===== src/rtl/boot_sector_pkg.sv =====
package boot_sector_pkg;

   localparam int NUM_SECT = 11;
   localparam int SECT_W   = $clog2(NUM_SECT);

   typedef enum logic [1:0] {
      REQ_PROG   = 2'b00,
      REQ_SERASE = 2'b01,
      REQ_CERASE = 2'b10,
      REQ_RSVD   = 2'b11
   } req_kind_e;

   typedef enum logic [1:0] {
      ID_MFR    = 2'b00,
      ID_DEV    = 2'b01,
      ID_PROT   = 2'b10,
      ID_UNUSED = 2'b11
   } id_item_e;

endpackage


===== src/rtl/bsg_sector_decode.sv =====
module bsg_sector_decode
   import boot_sector_pkg::*;
#(
   parameter int ADDR_W   = 18,
   parameter bit TOP_BOOT = 1'b0
) (
   input  logic [ADDR_W-1:0] addr_i,
   output logic [SECT_W-1:0] sector_o
);
   localparam int HI_W = 6;

   logic [HI_W-1:0] hi;
   assign hi = addr_i[ADDR_W-1 -: HI_W];

   generate
      if (TOP_BOOT) begin : g_top
         always_comb begin
            if (hi[5:3] != 3'b111)
               sector_o = SECT_W'(hi[5:3]);
            else if (hi[2] == 1'b0)
               sector_o = SECT_W'(7);
            else if (hi[1] == 1'b0)
               sector_o = SECT_W'(8) + SECT_W'(hi[0]);
            else
               sector_o = SECT_W'(10);
         end
      end else begin : g_bottom
         always_comb begin
            if (hi[5:3] != 3'b000)
               sector_o = SECT_W'(hi[5:3]) + SECT_W'(3);
            else if (hi[2] == 1'b1)
               sector_o = SECT_W'(3);
            else if (hi[1] == 1'b1)
               sector_o = SECT_W'(1) + SECT_W'(hi[0]);
            else
               sector_o = SECT_W'(0);
         end
      end
   endgenerate

   always_comb begin
      a_r1_sector_in_range : assert (sector_o < SECT_W'(NUM_SECT) || $isunknown(addr_i));
   end
endmodule


===== src/rtl/bsg_prot_store.sv =====
module bsg_prot_store
   import boot_sector_pkg::*;
(
   input  logic                clk,
   input  logic                rst_n,
   input  logic                prot_we_i,
   input  logic [SECT_W-1:0]   prot_sector_i,
   input  logic                prot_set_i,
   input  logic                tmp_unprot_i,
   output logic [NUM_SECT-1:0] prot_stored_o,
   output logic [NUM_SECT-1:0] prot_eff_o
);
   logic [NUM_SECT-1:0] prot_q;

   always_ff @(posedge clk or negedge rst_n) begin
      if (!rst_n)
         prot_q <= '0;
      else if (prot_we_i && prot_sector_i < SECT_W'(NUM_SECT))
         prot_q[prot_sector_i] <= prot_set_i;
   end

   assign prot_stored_o = prot_q;
   assign prot_eff_o    = tmp_unprot_i ? '0 : prot_q;

   a_r8_only_priv_port : assert property (@(posedge clk) disable iff (!rst_n)
      !$past(prot_we_i) |-> $stable(prot_q));

   a_r8_single_bit : assert property (@(posedge clk) disable iff (!rst_n)
      $past(prot_we_i) |-> $countones(prot_q ^ $past(prot_q)) <= 1);

   a_r6_override_keeps_store : assert property (@(posedge clk) disable iff (!rst_n)
      ($fell(tmp_unprot_i) && !$past(prot_we_i)) |-> $stable(prot_stored_o));
endmodule


===== src/rtl/bsg_req_gate.sv =====
module bsg_req_gate
   import boot_sector_pkg::*;
(
   input  logic                clk,
   input  logic                rst_n,
   input  logic                req_valid_i,
   input  logic [1:0]          req_kind_i,
   input  logic [SECT_W-1:0]   sector_i,
   input  logic [NUM_SECT-1:0] prot_eff_i,
   output logic                resp_valid_o,
   output logic                grant_o,
   output logic                reject_o,
   output logic [NUM_SECT-1:0] erase_mask_o
);
   logic [NUM_SECT-1:0] target_onehot;
   logic [NUM_SECT-1:0] open_sectors;
   logic [NUM_SECT-1:0] mask_d;
   logic                ok_d;

   always_comb begin
      target_onehot = '0;
      for (int i = 0; i < NUM_SECT; i++)
         target_onehot[i] = (sector_i == SECT_W'(i));
   end

   assign open_sectors = ~prot_eff_i;

   always_comb begin
      mask_d = '0;
      ok_d   = 1'b0;
      unique case (req_kind_e'(req_kind_i))
         REQ_PROG, REQ_SERASE: begin
            ok_d   = |(target_onehot & open_sectors);
            mask_d = ok_d ? target_onehot : '0;
         end
         REQ_CERASE: begin
            mask_d = open_sectors;
            ok_d   = |open_sectors;
         end
         default: begin
            mask_d = '0;
            ok_d   = 1'b0;
         end
      endcase
   end

   always_ff @(posedge clk or negedge rst_n) begin
      if (!rst_n) begin
         resp_valid_o <= 1'b0;
         grant_o      <= 1'b0;
         reject_o     <= 1'b0;
         erase_mask_o <= '0;
      end else begin
         resp_valid_o <= req_valid_i;
         grant_o      <= req_valid_i && ok_d;
         reject_o     <= req_valid_i && !ok_d;
         erase_mask_o <= req_valid_i ? mask_d : '0;
      end
   end

   a_r12_one_outcome : assert property (@(posedge clk) disable iff (!rst_n)
      resp_valid_o |-> (grant_o ^ reject_o));

   a_r12_quiet_idle : assert property (@(posedge clk) disable iff (!rst_n)
      !resp_valid_o |-> (!grant_o && !reject_o && erase_mask_o == '0));

   a_r4_protected_refused : assert property (@(posedge clk) disable iff (!rst_n)
      (req_valid_i && !req_kind_i[1] && prot_eff_i[sector_i])
      |=> (reject_o && erase_mask_o == '0));

   a_r5_single_target : assert property (@(posedge clk) disable iff (!rst_n)
      (req_valid_i && !req_kind_i[1]) |=> $onehot0(erase_mask_o));

   a_r7_chip_skips_protected : assert property (@(posedge clk) disable iff (!rst_n)
      (req_valid_i && req_kind_i == 2'b10)
      |=> ((erase_mask_o & $past(prot_eff_i)) == '0));
endmodule


===== src/rtl/bsg_id_mux.sv =====
module bsg_id_mux
   import boot_sector_pkg::*;
#(
   parameter bit         TOP_BOOT = 1'b0,
   parameter logic [7:0] MFR_CODE = 8'h01,
   parameter logic [7:0] DEV_TOP  = 8'hB9,
   parameter logic [7:0] DEV_BOT  = 8'hBA,
   parameter logic [7:0] DEV_HI   = 8'h22
) (
   input  logic [1:0]          item_i,
   input  logic                byte_mode_i,
   input  logic [SECT_W-1:0]   sector_i,
   input  logic [NUM_SECT-1:0] prot_stored_i,
   output logic [15:0]         data_o
);
   localparam logic [7:0] DEV_LO = TOP_BOOT ? DEV_TOP : DEV_BOT;

   logic flag;
   assign flag = (sector_i < SECT_W'(NUM_SECT)) ? prot_stored_i[sector_i] : 1'b0;

   always_comb begin
      unique case (id_item_e'(item_i))
         ID_MFR:  data_o = {8'h00, MFR_CODE};
         ID_DEV:  data_o = {(byte_mode_i ? 8'h00 : DEV_HI), DEV_LO};
         ID_PROT: data_o = {15'h0000, flag};
         default: data_o = 16'h0000;
      endcase
   end
endmodule


===== src/rtl/boot_sector_guard.sv =====
module boot_sector_guard
   import boot_sector_pkg::*;
#(
   parameter int         ADDR_W   = 18,
   parameter bit         TOP_BOOT = 1'b0,
   parameter logic [7:0] MFR_CODE = 8'h01,
   parameter logic [7:0] DEV_TOP  = 8'hB9,
   parameter logic [7:0] DEV_BOT  = 8'hBA,
   parameter logic [7:0] DEV_HI   = 8'h22
) (
   input  logic                clk,
   input  logic                rst_n,
   input  logic [ADDR_W-1:0]   addr_i,
   input  logic                byte_mode_i,
   input  logic                req_valid_i,
   input  logic [1:0]          req_kind_i,
   input  logic                tmp_unprot_i,
   input  logic                prot_we_i,
   input  logic [SECT_W-1:0]   prot_sector_i,
   input  logic                prot_set_i,
   output logic [SECT_W-1:0]   sector_o,
   output logic                resp_valid_o,
   output logic                grant_o,
   output logic                reject_o,
   output logic [NUM_SECT-1:0] erase_mask_o,
   output logic [15:0]         id_data_o
);
   generate
      if (ADDR_W < 8) begin : g_bad_addr_w
         $error("boot_sector_guard: ADDR_W must be at least 8");
      end
   endgenerate

   logic [NUM_SECT-1:0] prot_stored;
   logic [NUM_SECT-1:0] prot_eff;

   bsg_sector_decode #(
      .ADDR_W   (ADDR_W),
      .TOP_BOOT (TOP_BOOT)
   ) u_decode (
      .addr_i   (addr_i),
      .sector_o (sector_o)
   );

   bsg_prot_store u_store (
      .clk           (clk),
      .rst_n         (rst_n),
      .prot_we_i     (prot_we_i),
      .prot_sector_i (prot_sector_i),
      .prot_set_i    (prot_set_i),
      .tmp_unprot_i  (tmp_unprot_i),
      .prot_stored_o (prot_stored),
      .prot_eff_o    (prot_eff)
   );

   bsg_req_gate u_gate (
      .clk          (clk),
      .rst_n        (rst_n),
      .req_valid_i  (req_valid_i),
      .req_kind_i   (req_kind_i),
      .sector_i     (sector_o),
      .prot_eff_i   (prot_eff),
      .resp_valid_o (resp_valid_o),
      .grant_o      (grant_o),
      .reject_o     (reject_o),
      .erase_mask_o (erase_mask_o)
   );

   bsg_id_mux #(
      .TOP_BOOT (TOP_BOOT),
      .MFR_CODE (MFR_CODE),
      .DEV_TOP  (DEV_TOP),
      .DEV_BOT  (DEV_BOT),
      .DEV_HI   (DEV_HI)
   ) u_id (
      .item_i        (addr_i[1:0]),
      .byte_mode_i   (byte_mode_i),
      .sector_i      (sector_o),
      .prot_stored_i (prot_stored),
      .data_o        (id_data_o)
   );

   a_r6_override_grants : assert property (@(posedge clk) disable iff (!rst_n)
      (req_valid_i && tmp_unprot_i && req_kind_i != 2'b11) |=> grant_o);

   a_r3_clear_after_reset : assert property (@(posedge clk)
      $rose(rst_n) |-> (prot_stored == '0));
endmodule


===== config.mk =====
export PLATFORM = sky130hd
export DESIGN_NAME = boot_sector_guard
export DESIGN_NICKNAME = d
export VERILOG_FILES = /design/src/rtl/boot_sector_pkg.sv /design/src/rtl/bsg_sector_decode.sv /design/src/rtl/bsg_prot_store.sv /design/src/rtl/bsg_req_gate.sv /design/src/rtl/bsg_id_mux.sv /design/src/rtl/boot_sector_guard.sv
export SDC_FILE = /design/constraint.sdc
export NUM_CORES = 1
export LEC_CHECK = 0
export BUFFER_PORTS_ARGS = -buffer_cell sky130_fd_sc_hd__buf_2
export CAP_MARGIN = 20
export CORE_MARGIN = 3
export CORE_UTILIZATION = 30
export DETAILED_ROUTE_END_ITERATION = 7
export SLEW_MARGIN = 25
export SYNTH_ARGS = -nofsm -noshare
export SYNTH_HDL_FRONTEND = slang
export SYNTH_SLANG_ARGS = --single-unit

===== constraint.sdc =====
create_clock -name clk -period 5.05 [get_ports clk]
set_input_delay 1.2625 -clock clk [delete_from_list [all_inputs] [get_ports clk]]
set_output_delay 1.2625 -clock clk [all_outputs]
set_load 0.1 [all_outputs]

Word-level counts from Yosys, hierarchy flattened
Index checks and enable logic that the tools add are counted.
{"block": "op_classes", "n_addsub": 2, "eq_ne": 14, "magnitude_cmp": 5, "n_reduce_logical": 12, "bitwise": 2, "mux": 16}
{"cell": "case mux 16 bit (3 select lines)", "count": 1}
{"cell": "two-way mux 11 bit", "count": 3}
{"cell": "case mux 11 bit (2 select lines)", "count": 1}
{"cell": "OR reduction 11 bit", "count": 2}
{"cell": "equality test 4 x 3 -> 1 bit, second input constant", "count": 4}
{"cell": "equality test 4 bit, second input constant", "count": 3}
{"cell": "two-way mux 4 bit", "count": 3}
{"cell": "bitwise AND 11 bit", "count": 1}
{"cell": "bitwise mux 11 bit", "count": 1}
{"cell": "NOT 11 bit", "count": 1}
{"cell": "less-than comparator 4 x 5 -> 1 bit, second input constant", "count": 2}
{"cell": "equality test 4 x 2 -> 1 bit, second input constant", "count": 2}
{"cell": "less-than comparator 4 bit, second input constant", "count": 2}
{"cell": "two-way mux 6 bit", "count": 1}
{"cell": "adder 3 x 2 -> 4 bit, second input constant", "count": 1}
{"cell": "binary-select mux 1 bit (select 4 bit)", "count": 1}
{"cell": "demux 1 bit (select 4 bit)", "count": 1}
{"cell": "equality test 2 x 1 -> 1 bit, second input constant", "count": 2}
{"cell": "equality test 2 bit, second input constant", "count": 2}
{"cell": "equality test 4 x 1 -> 1 bit, second input constant", "count": 1}
{"cell": ">= comparator 4 x 1 -> 1 bit, second input constant", "count": 1}
{"cell": "logical AND 1 bit", "count": 4}
{"cell": "logical NOT 2 bit", "count": 2}
{"cell": "logical NOT 4 bit", "count": 1}
{"cell": "other kinds (6)", "count": 8}
{"block": "totals", "out_inout_bits": 34, "register_bits": 25, "input_bits": 31, "word_cells": 56}

Logic depth before layout (Yosys ltp)
Gate-level depths: netlist of the first run.
{"block": "depth", "ltp_word": 10, "ltp_mapped": 14}

Modules after synthesis
Synthesis of the first run repeated with hierarchy kept, for this count alone.
{"block": "unflattened", "cells_unflattened": 165, "hier_area_um2": 1699.1}
{"mod": "bsg_req_gate", "area_each_um2": 770.7, "instances": 1, "cells_per_inst": 70, "seq_area_each_um2": 350.3}
{"mod": "bsg_prot_store", "area_each_um2": 614.3, "instances": 1, "cells_per_inst": 54, "seq_area_each_um2": 275.3}
{"mod": "bsg_id_mux", "area_each_um2": 219.0, "instances": 1, "cells_per_inst": 27, "seq_area_each_um2": 0.0}
{"mod": "bsg_sector_decode", "area_each_um2": 95.1, "instances": 1, "cells_per_inst": 14, "seq_area_each_um2": 0.0}

Least setup slack after synthesis of the first run
OpenSTA, ideal clock, no wires.
{"block": "synth_timing", "path_kind": "input to output", "start": "in addr_i[15]", "end": "out id_data_o[0]", "path_buffers": 3, "path_stages": 10, "path_slack_ns": -1.212, "arrival_time_ns": 4.999, "path_cell_list": "buf_2 > inv_1 > ha_1 > clkbuf_1 > mux2i_2 > buf_2 > nand2b_1 > o221ai_1 > a21o_1 > a41oi_1"}
{"block": "synth_between", "elab_chain_len": 6, "elab_cells_between_ends": 8, "cone_classes": "1 x add/sub; 1 x order compare; 5 x mux; 1 x reduce/logical"}
{"element": "from (decl)", "line": "boot_sector_guard.sv:13", "source": "input logic [ADDR_W-1:0] addr_i,"}
{"element": "adder 3 x 2 -> 4 bit / nonzero test 3 bit (equally long branches)", "line": "bsg_sector_decode.sv:30, bsg_sector_decode.sv:29"}
{"element": "two-way mux 4 bit (*)", "line": "bsg_sector_decode.sv:29", "source": "if (hi[5:3] != 3'b000)"}
{"element": "net sector_o[1]", "line": "boot_sector_guard.sv:21", "source": "output logic [SECT_W-1:0] sector_o,"}
{"element": "binary-select mux 1 bit (select 4 bit)", "line": "bsg_id_mux.sv:19", "source": "assign flag = (sector_i < SECT_W'(NUM_SECT)) ? prot_stored_i[sector_i] : 1'b0;"}
{"element": "two-way mux 1 bit (implied by the code)", "line": "bsg_id_mux.sv:19"}
{"element": "two-way mux 1 bit (*)", "line": "bsg_id_mux.sv:19"}
{"element": "case mux 16 bit (3 select lines) (*)", "line": "bsg_id_mux.sv:22", "source": "unique case (id_item_e'(item_i))"}
{"element": "to (decl)", "line": "boot_sector_guard.sv:26", "source": "output logic [15:0] id_data_o"}
Mark *: on every way through the listed nets, which the timed path passes. The rest lies on a longest branch. The select of a mux whose other input is x is not followed.

Worst setup path after layout of the first run
{"block": "layout_timing", "start": "in addr_i[15]", "end": "out id_data_o[0]"}
{"block": "layout_between", "elab_chain_len": 6, "elab_cells_between_ends": 8, "cone_classes": "1 x add/sub; 1 x order compare; 5 x mux; 1 x reduce/logical"}
{"element": "adder 3 x 2 -> 4 bit / nonzero test 3 bit (equally long branches)", "line": "bsg_sector_decode.sv:30, bsg_sector_decode.sv:29"}
{"element": "two-way mux 4 bit (*)", "line": "bsg_sector_decode.sv:29"}
{"element": "binary-select mux 1 bit (select 4 bit)", "line": "bsg_id_mux.sv:19"}
{"element": "two-way mux 1 bit (implied by the code)", "line": "bsg_id_mux.sv:19"}
{"element": "two-way mux 1 bit (*)", "line": "bsg_id_mux.sv:19"}
{"element": "case mux 16 bit (3 select lines) (*)", "line": "bsg_id_mux.sv:22"}
Mark *: on every way between the ends. The rest lies on a longest branch, timed or not. The select of a mux whose other input is x is not followed.

==> results of run 1 <==
==> final cells by class <==
type	instances	share of cell area, %
Timing Repair Buffer	50	13.23
Tap cell	72	4.330
Clock buffer	3	1.984
Clock inverter	1	0.2405
Multi-Input combinational cell	148	49.07
Inverter	6	1.082
Sequential cell	25	30.07
==> report_power, final <==
group	switching [mW]	internal, mW	total [mW]
Sequential	0.0336	0.227	0.261
Clock	0.0579	0.0551	0.113
Combinational	0.207	0.0805	0.288
Total	0.299	0.363	0.662
==> worst max-delay path, stage by stage <==
cell and delay (ns):
buf_2 0.16, inv_1 0.09, ha_1 0.16, nand2b_1 0.21
nor3_1 0.31, a21o_1 0.14, inv_1 0.09, nand2b_1 0.19
o221ai_1 0.17, a21o_1 0.22, a41oi_2 0.23, buf_12 0.21
==> stage by stage <==
stage	total power, mW	worst slack, ns	utilization [%]	hold WS (ns)	cell area (um2)
global route	0.6962	0.1594	36.88	0.6182	2081
global placement	0.5494	0.3388	36.06	0.5557	2034
floorplan	0.4989	-0.4951	-	0.5187	1837
CTS	0.6666	0.3304	36.88	0.5863	2081
detailed placement	0.5515	0.3541	36.06	0.5643	2034
finish	0.6617	0.3242	36.88	0.5840	2081
==> routing by layer <==
layer	wire length, um	up-vias	part of all wire [%]
li1	-	767	-
met1	1961	729	47
met2	1889	55	45
met3	304	2	7.3
met4	14	0	0.34
met5	0	-	0
==> cell usage in the layout, fill, tap and decap left out, drive strengths merged, types with 2 or more instances in the layout <==
master / count
mux2i: 8
nor2b: 15
buf: 50
nand2b: 6
o32ai: 6
or3: 4
o221ai: 3
nor3: 7
nand4b: 3
inv: 6
a21o: 3
clkbuf: 3
nand3b: 4
o22ai: 6
nor2: 13
mux2: 10
dfrtp: 25
nand2: 14
conb: 8
ha: 2
a211oi: 2
nand4: 3
o21ai: 5
a21oi: 7
nand3: 5
o31ai: 3
==> registers in the layout (all words and copies together), names as in the netlist <==
| name | flops |
|---|---|
| u_gate.erase_mask_o | 11 |
| u_gate.grant_o | 1 |
| u_gate.reject_o | 1 |
| u_gate.resp_valid_o | 1 |
| u_store.prot_stored_o | 11 |
==> how the worst max path moves through the flow <==
stage | start | endpoint | slack (ns) | depth (start not counted)
after floorplan | addr_i[15] | id_data_o[0] | -0.50 | 10
after global placement | addr_i[15] | id_data_o[0] | 0.34 | 12
after detailed placement | addr_i[15] | id_data_o[0] | 0.35 | 12
after CTS | addr_i[15] | id_data_o[0] | 0.33 | 12
after global routing | addr_i[15] | id_data_o[0] | 0.16 | 12
final | addr_i[15] | id_data_o[0] | 0.32 | 12
==> logic make-up (layout without fill, tap and decap cells) <==
group / Yosys count / count (layout) / synth area share [%]
AO/OA/AOI/OAI: 43 / 43 / 18.93
XOR/XNOR: 1 / 1 / 0.4872
adder cells (fa/ha/maj): 2 / 2 / 1.392
buffers and inverters: 31 / 60 / 10.58
flip-flops: 25 / 25 / 34.79
multiplexers: 18 / 18 / 10.93
other: 1 / 8 / 0.2086
AND/OR/NAND/NOR: 76 / 76 / 22.69
==> flow_metrics.env, run 1 <==
export IMPL_status="finished clean"
export IMPL_ctsResizeCount=0
export IMPL_crit_required_ns=3.79
export IMPL_die_h_um=83.42
export IMPL_antenna_cells=0
export IMPL_portBuffers=46
export IMPL_placedCellCount=301
export IMPL_netlist_top_cells_count="dfrtp_1 (25), nor2b_1 (15), buf_4 (14), nand2_1 (14), nor2_1 (13)"
export IMPL_netlist_instances=197
export IMPL_drtPass1Iterations=4
export IMPL_initial_utilization_pct=31.87
export IMPL_powerDensity_nw_per_um2=318.0
export IMPL_multi_input_area_um2=1021
export IMPL_fin_crit_sh_pct=93.58
export IMPL_syn2layout_area_growth_pct=15.73
export IMPL_rsz0062_at_grt="no"
export IMPL_cts_root_buf="clkbuf_8"
export IMPL_reg2regPathDepth=6
export IMPL_yosysWarnings=0
export IMPL_dp_hpwl_um=3282
export IMPL_synth_seq_cells=25
export IMPL_routed_wl_um=4169
export IMPL_ys_flop_type="dfrtp_1"
export IMPL_wl_per_cell_um=13.67
export IMPL_drt_iter0_markers=88
export IMPL_whs_endpoint="u_store.prot_stored_o[8]"
export IMPL_io_pins=65
export IMPL_grt_max_degree=26
export IMPL_peakVddDrop_v=0.0001462
export IMPL_clockBufferDepth=2
export IMPL_insertion_delay_ns=0.26
export IMPL_cts_reportedPaths_clkPinSlew_ns=0.08
export IMPL_syn_avg_cell_area_um2=9.127
export IMPL_antenna_left=0
export IMPL_crit_arrival_ns=3.46
export IMPL_synth_top_area_cell="dfrtp_1"
export IMPL_fin_setup_tns_ns=0
export IMPL_fmax_mhz=211.6
export IMPL_hold_start="u_store.prot_stored_o[8]"
export IMPL_end_kind="output port"
export IMPL_synth_edf_count=0
export IMPL_synth_top_area_share_pct=34.79
export IMPL_grt_pass1_wl_um=6755
export IMPL_grt_use_met1_pct=16.24
export IMPL_maxCapViolations=0
export IMPL_critPathKind="input port to output port"
export IMPL_num_vias=1553
export IMPL_nets=267
export IMPL_synth_most_common_cell="dfrtp_1"
export IMPL_busiest_layer="met2"
export IMPL_worstHoldPathType="register to register"
export IMPL_core_um2=5642
export IMPL_rr_endpoint="u_gate.erase_mask_o[6]"
export IMPL_worst_slew_pin_slew_ns=0.7363
export IMPL_clock_sinks=25
export IMPL_r2r_slack_ns=2.83
export IMPL_fin_worst_skew_ns=0.005121
export IMPL_antenna_found_initial=0
export IMPL_setup_viol=0
export IMPL_finalHoldViolations=0
export IMPL_start_kind="input port"
export IMPL_p_leak_nw=0.9467
export IMPL_stdcell_count=305
export IMPL_grt_use_met3_pct=3.175
export IMPL_grtUsageTotal_pct=11.67
export IMPL_seq_area_um2=625.6
export IMPL_netlist_top_cells_area="dfrtp_1 (35%), mux2_2 (6.3%), buf_4 (5.8%)"
export IMPL_dieArea_um2=6958
export IMPL_hold_depth=1
export IMPL_synth_seq_area_share_pct=34.79
export IMPL_htreeDepth=1
export IMPL_synthArstFlopShare_pct=100.0
export IMPL_route_detailed_drc=0
export IMPL_critPathMaxFanout=10
export IMPL_cts_hold_buffers_added=0
export IMPL_cts_tree="yes"
export IMPL_fillCellCount=571
export IMPL_r2r_start="u_store.prot_stored_o[2]"
export IMPL_grt_overflow=0
export IMPL_grt_pass1_vias=1405
export IMPL_rows=27
export IMPL_final_max_slew_viol_count=0
export IMPL_post_cts_buffers=0
export IMPL_period_minus_slack_ns=4.726
export IMPL_met2_usage_pct=17.93
export IMPL_slew_limit_headroom_pct=50.92
export IMPL_post_drt_via_cell_ratio=5.092
export IMPL_drive_gt1_share_pct=30.90
export IMPL_gp_congestion=0.8204
export IMPL_syn_area_um2=1798
export IMPL_cts_buffers=3
export IMPL_synthDistinctLibCells=43
export IMPL_die_x_um=83.42
Note: power is estimated with default switching activity, not from simulation.
==> inputs of run 2 (changes only) <==
- CORE_MARGIN: 3 -> 4
==> run 2 against run 1 <==
Sequential power hardly changed; final area is 0.36% higher; critical path depth stayed put; non-clock buffer count is 1 higher; critical endpoint unchanged.
==> flow_metrics.env, run 2 (synthesis gave the netlist of run 1 again) <==
export IMPL_final_cell_mix="buf_2 (45), dfrtp_1 (25), nand2_1 (14)"
export IMPL_cts_hold_buffers_added=0
export IMPL_final_max_slew_viol_count=0
export IMPL_cpPeakStageDelay_ns=0.31
export IMPL_antenna_left=0
export IMPL_gp_congestion=0.8796
export IMPL_route_detailed_drc=0
export IMPL_netSwitchingFraction_pct=45.37
export IMPL_crit_required_ns=3.79
export IMPL_slowest_stage="nor3_1"
export IMPL_core_um2=5642
export IMPL_initial_utilization_pct=31.87
export IMPL_htreeDepth=1
export IMPL_finalHoldViolations=0
export IMPL_p_switching_uw=302.3
export IMPL_drt_iter0_markers=135
export IMPL_grt_overflow=0
export IMPL_die_x_um=85.42
export IMPL_portBuffers=46
export IMPL_final_common_cell="buf_2"
export IMPL_rsz0062_at_grt="no"
export IMPL_critPathMaxFanout=10
export IMPL_ctsResizeCount=0
export IMPL_cts_root_buf="clkbuf_8"
export IMPL_final_util_pct=37.01
export IMPL_die_h_um=85.42
export IMPL_drive_gt1_share_pct=31.20
export IMPL_dpl_instance_area_um2=2042
export IMPL_wl_per_cell_um=13.99
export IMPL_cts_buffers=3
export IMPL_num_vias=1560
export IMPL_setup_viol=0
export IMPL_grt_pass1_vias=1416
export IMPL_pwr_share_clk_pct=17.1
export IMPL_io_pins=65
export IMPL_insertion_delay_ns=0.27
export IMPL_rows=27
export IMPL_routed_wl_um=4282
export IMPL_dieArea_um2=7296
export IMPL_powerDensity_nw_per_um2=319.0
export IMPL_post_drt_via_cell_ratio=5.098
export IMPL_slew_limit_headroom_pct=51.69
export IMPL_fmax_mhz=213.3
export IMPL_nets=268
export IMPL_intPower_uw=363.9
export IMPL_antenna_cells=0
export IMPL_status="finished clean"
export IMPL_post_cts_buffers=0
export IMPL_seqPwrFrac_pct=39.5
export IMPL_grt_max_degree=26
export IMPL_fin_worst_skew_ns=0.005131
export IMPL_cts_reportedPaths_clkPinSlew_ns=0.08
export IMPL_crit_chain="buf_2, inv_1, ha_1, nand2b_1, nor3_1, a21o_1, inv_1, nand2b_1, o221ai_1, a21o_1, a41oi_2, buf_12"
export IMPL_antenna_found_initial=0
export IMPL_maxCapViolations=0
export IMPL_worst_slew_pin_slew_ns=0.7246
export IMPL_clock_sinks=25
export IMPL_placedCellCount=302
export IMPL_peakVddDrop_v=0.0001286
export IMPL_cp_top_family="compound AO/OA/AOI/OAI gates"
export IMPL_fin_crit_sh_pct=92.84
export IMPL_dp_hpwl_um=3361
export IMPL_critPathKind="input port to output port"
export IMPL_start_kind="input port"
export IMPL_p_leak_nw=0.9512
export IMPL_stdcell_count=306
export IMPL_crit_arrival_ns=3.43
export IMPL_grtUsageTotal_pct=11.71
export IMPL_grt_pass1_wl_um=7003
export IMPL_pwr_share_comb_pct=43.4
export IMPL_crit_buf_inv=4
export IMPL_period_minus_slack_ns=4.689
export IMPL_worstHoldPathType="register to register"
export IMPL_end_kind="output port"
export IMPL_stdcell_area_um2=2088
export IMPL_cts_tree="yes"
export IMPL_syn2layout_area_growth_pct=16.14
export IMPL_clockBufferDepth=2
export IMPL_fin_setup_tns_ns=0
export IMPL_drtPass1Iterations=4
-- run 2: path summary, 6_finish.rpt --
| check | from | to | slack [ns] | cells past startpoint |
|---|---|---|---|---|
| worst max-delay path | addr_i[15] | id_data_o[0] | 0.36 | 12 |
| worst min-delay path | u_store.prot_stored_o[8] | u_store.prot_stored_o[8] | 0.61 | 1 |
| worst max register to register | u_store.prot_stored_o[2] | u_gate.erase_mask_o[7] | 2.82 | 6 |
| worst min register to register | u_store.prot_stored_o[8] | u_store.prot_stored_o[8] | 0.61 | 1 |
| max in group asynchronous | rst_n | u_gate.erase_mask_o[1] | 3.73 | 1 |
| min in group asynchronous | rst_n | u_gate.erase_mask_o[4] | 0.97 | 1 |
-- run 2: final cells by class --
class                   instances  area, um2
clock buffers                   3      41.29
clock inverters                 1      5.005
fillers                       570       3553
inverters                       6      22.52
multi-input cells             148       1021
flip-flops and latches         25      625.6
well taps                      72      90.09
repair buffers                 51      282.8
-- run 2: routing by layer --
layer	GRT usage, %	wire, um
met4	3.165	18
met5	0	0
met3	3.592	309
met2	17.16	1889
met1	16.60	2065
-- run 2: through the flow --
step | power, mW | hold slack (ns) | worst slack [ns]
after floorplan | 0.4989 | 0.5187 | -0.4951
after CTS | 0.6714 | 0.5982 | 0.3621
after detailed placement | 0.5547 | 0.5637 | 0.3816
after global routing | 0.7068 | 0.6254 | 0.2231
after global placement | 0.5518 | 0.5566 | 0.4012
final | 0.6662 | 0.6054 | 0.3615
-- run 2: power groups by stage --
| stage | Combinational [mW] | Sequential (mW) | Clock, mW |
|---|---|---|---|
| global placement | 0.286 | 0.265 | 0 |
| finish | 0.289 | 0.263 | 0.114 |
| floorplan | 0.197 | 0.302 | 0 |
| global route | 0.308 | 0.268 | 0.130 |
| CTS | 0.290 | 0.262 | 0.120 |
| detailed placement | 0.289 | 0.266 | 0 |
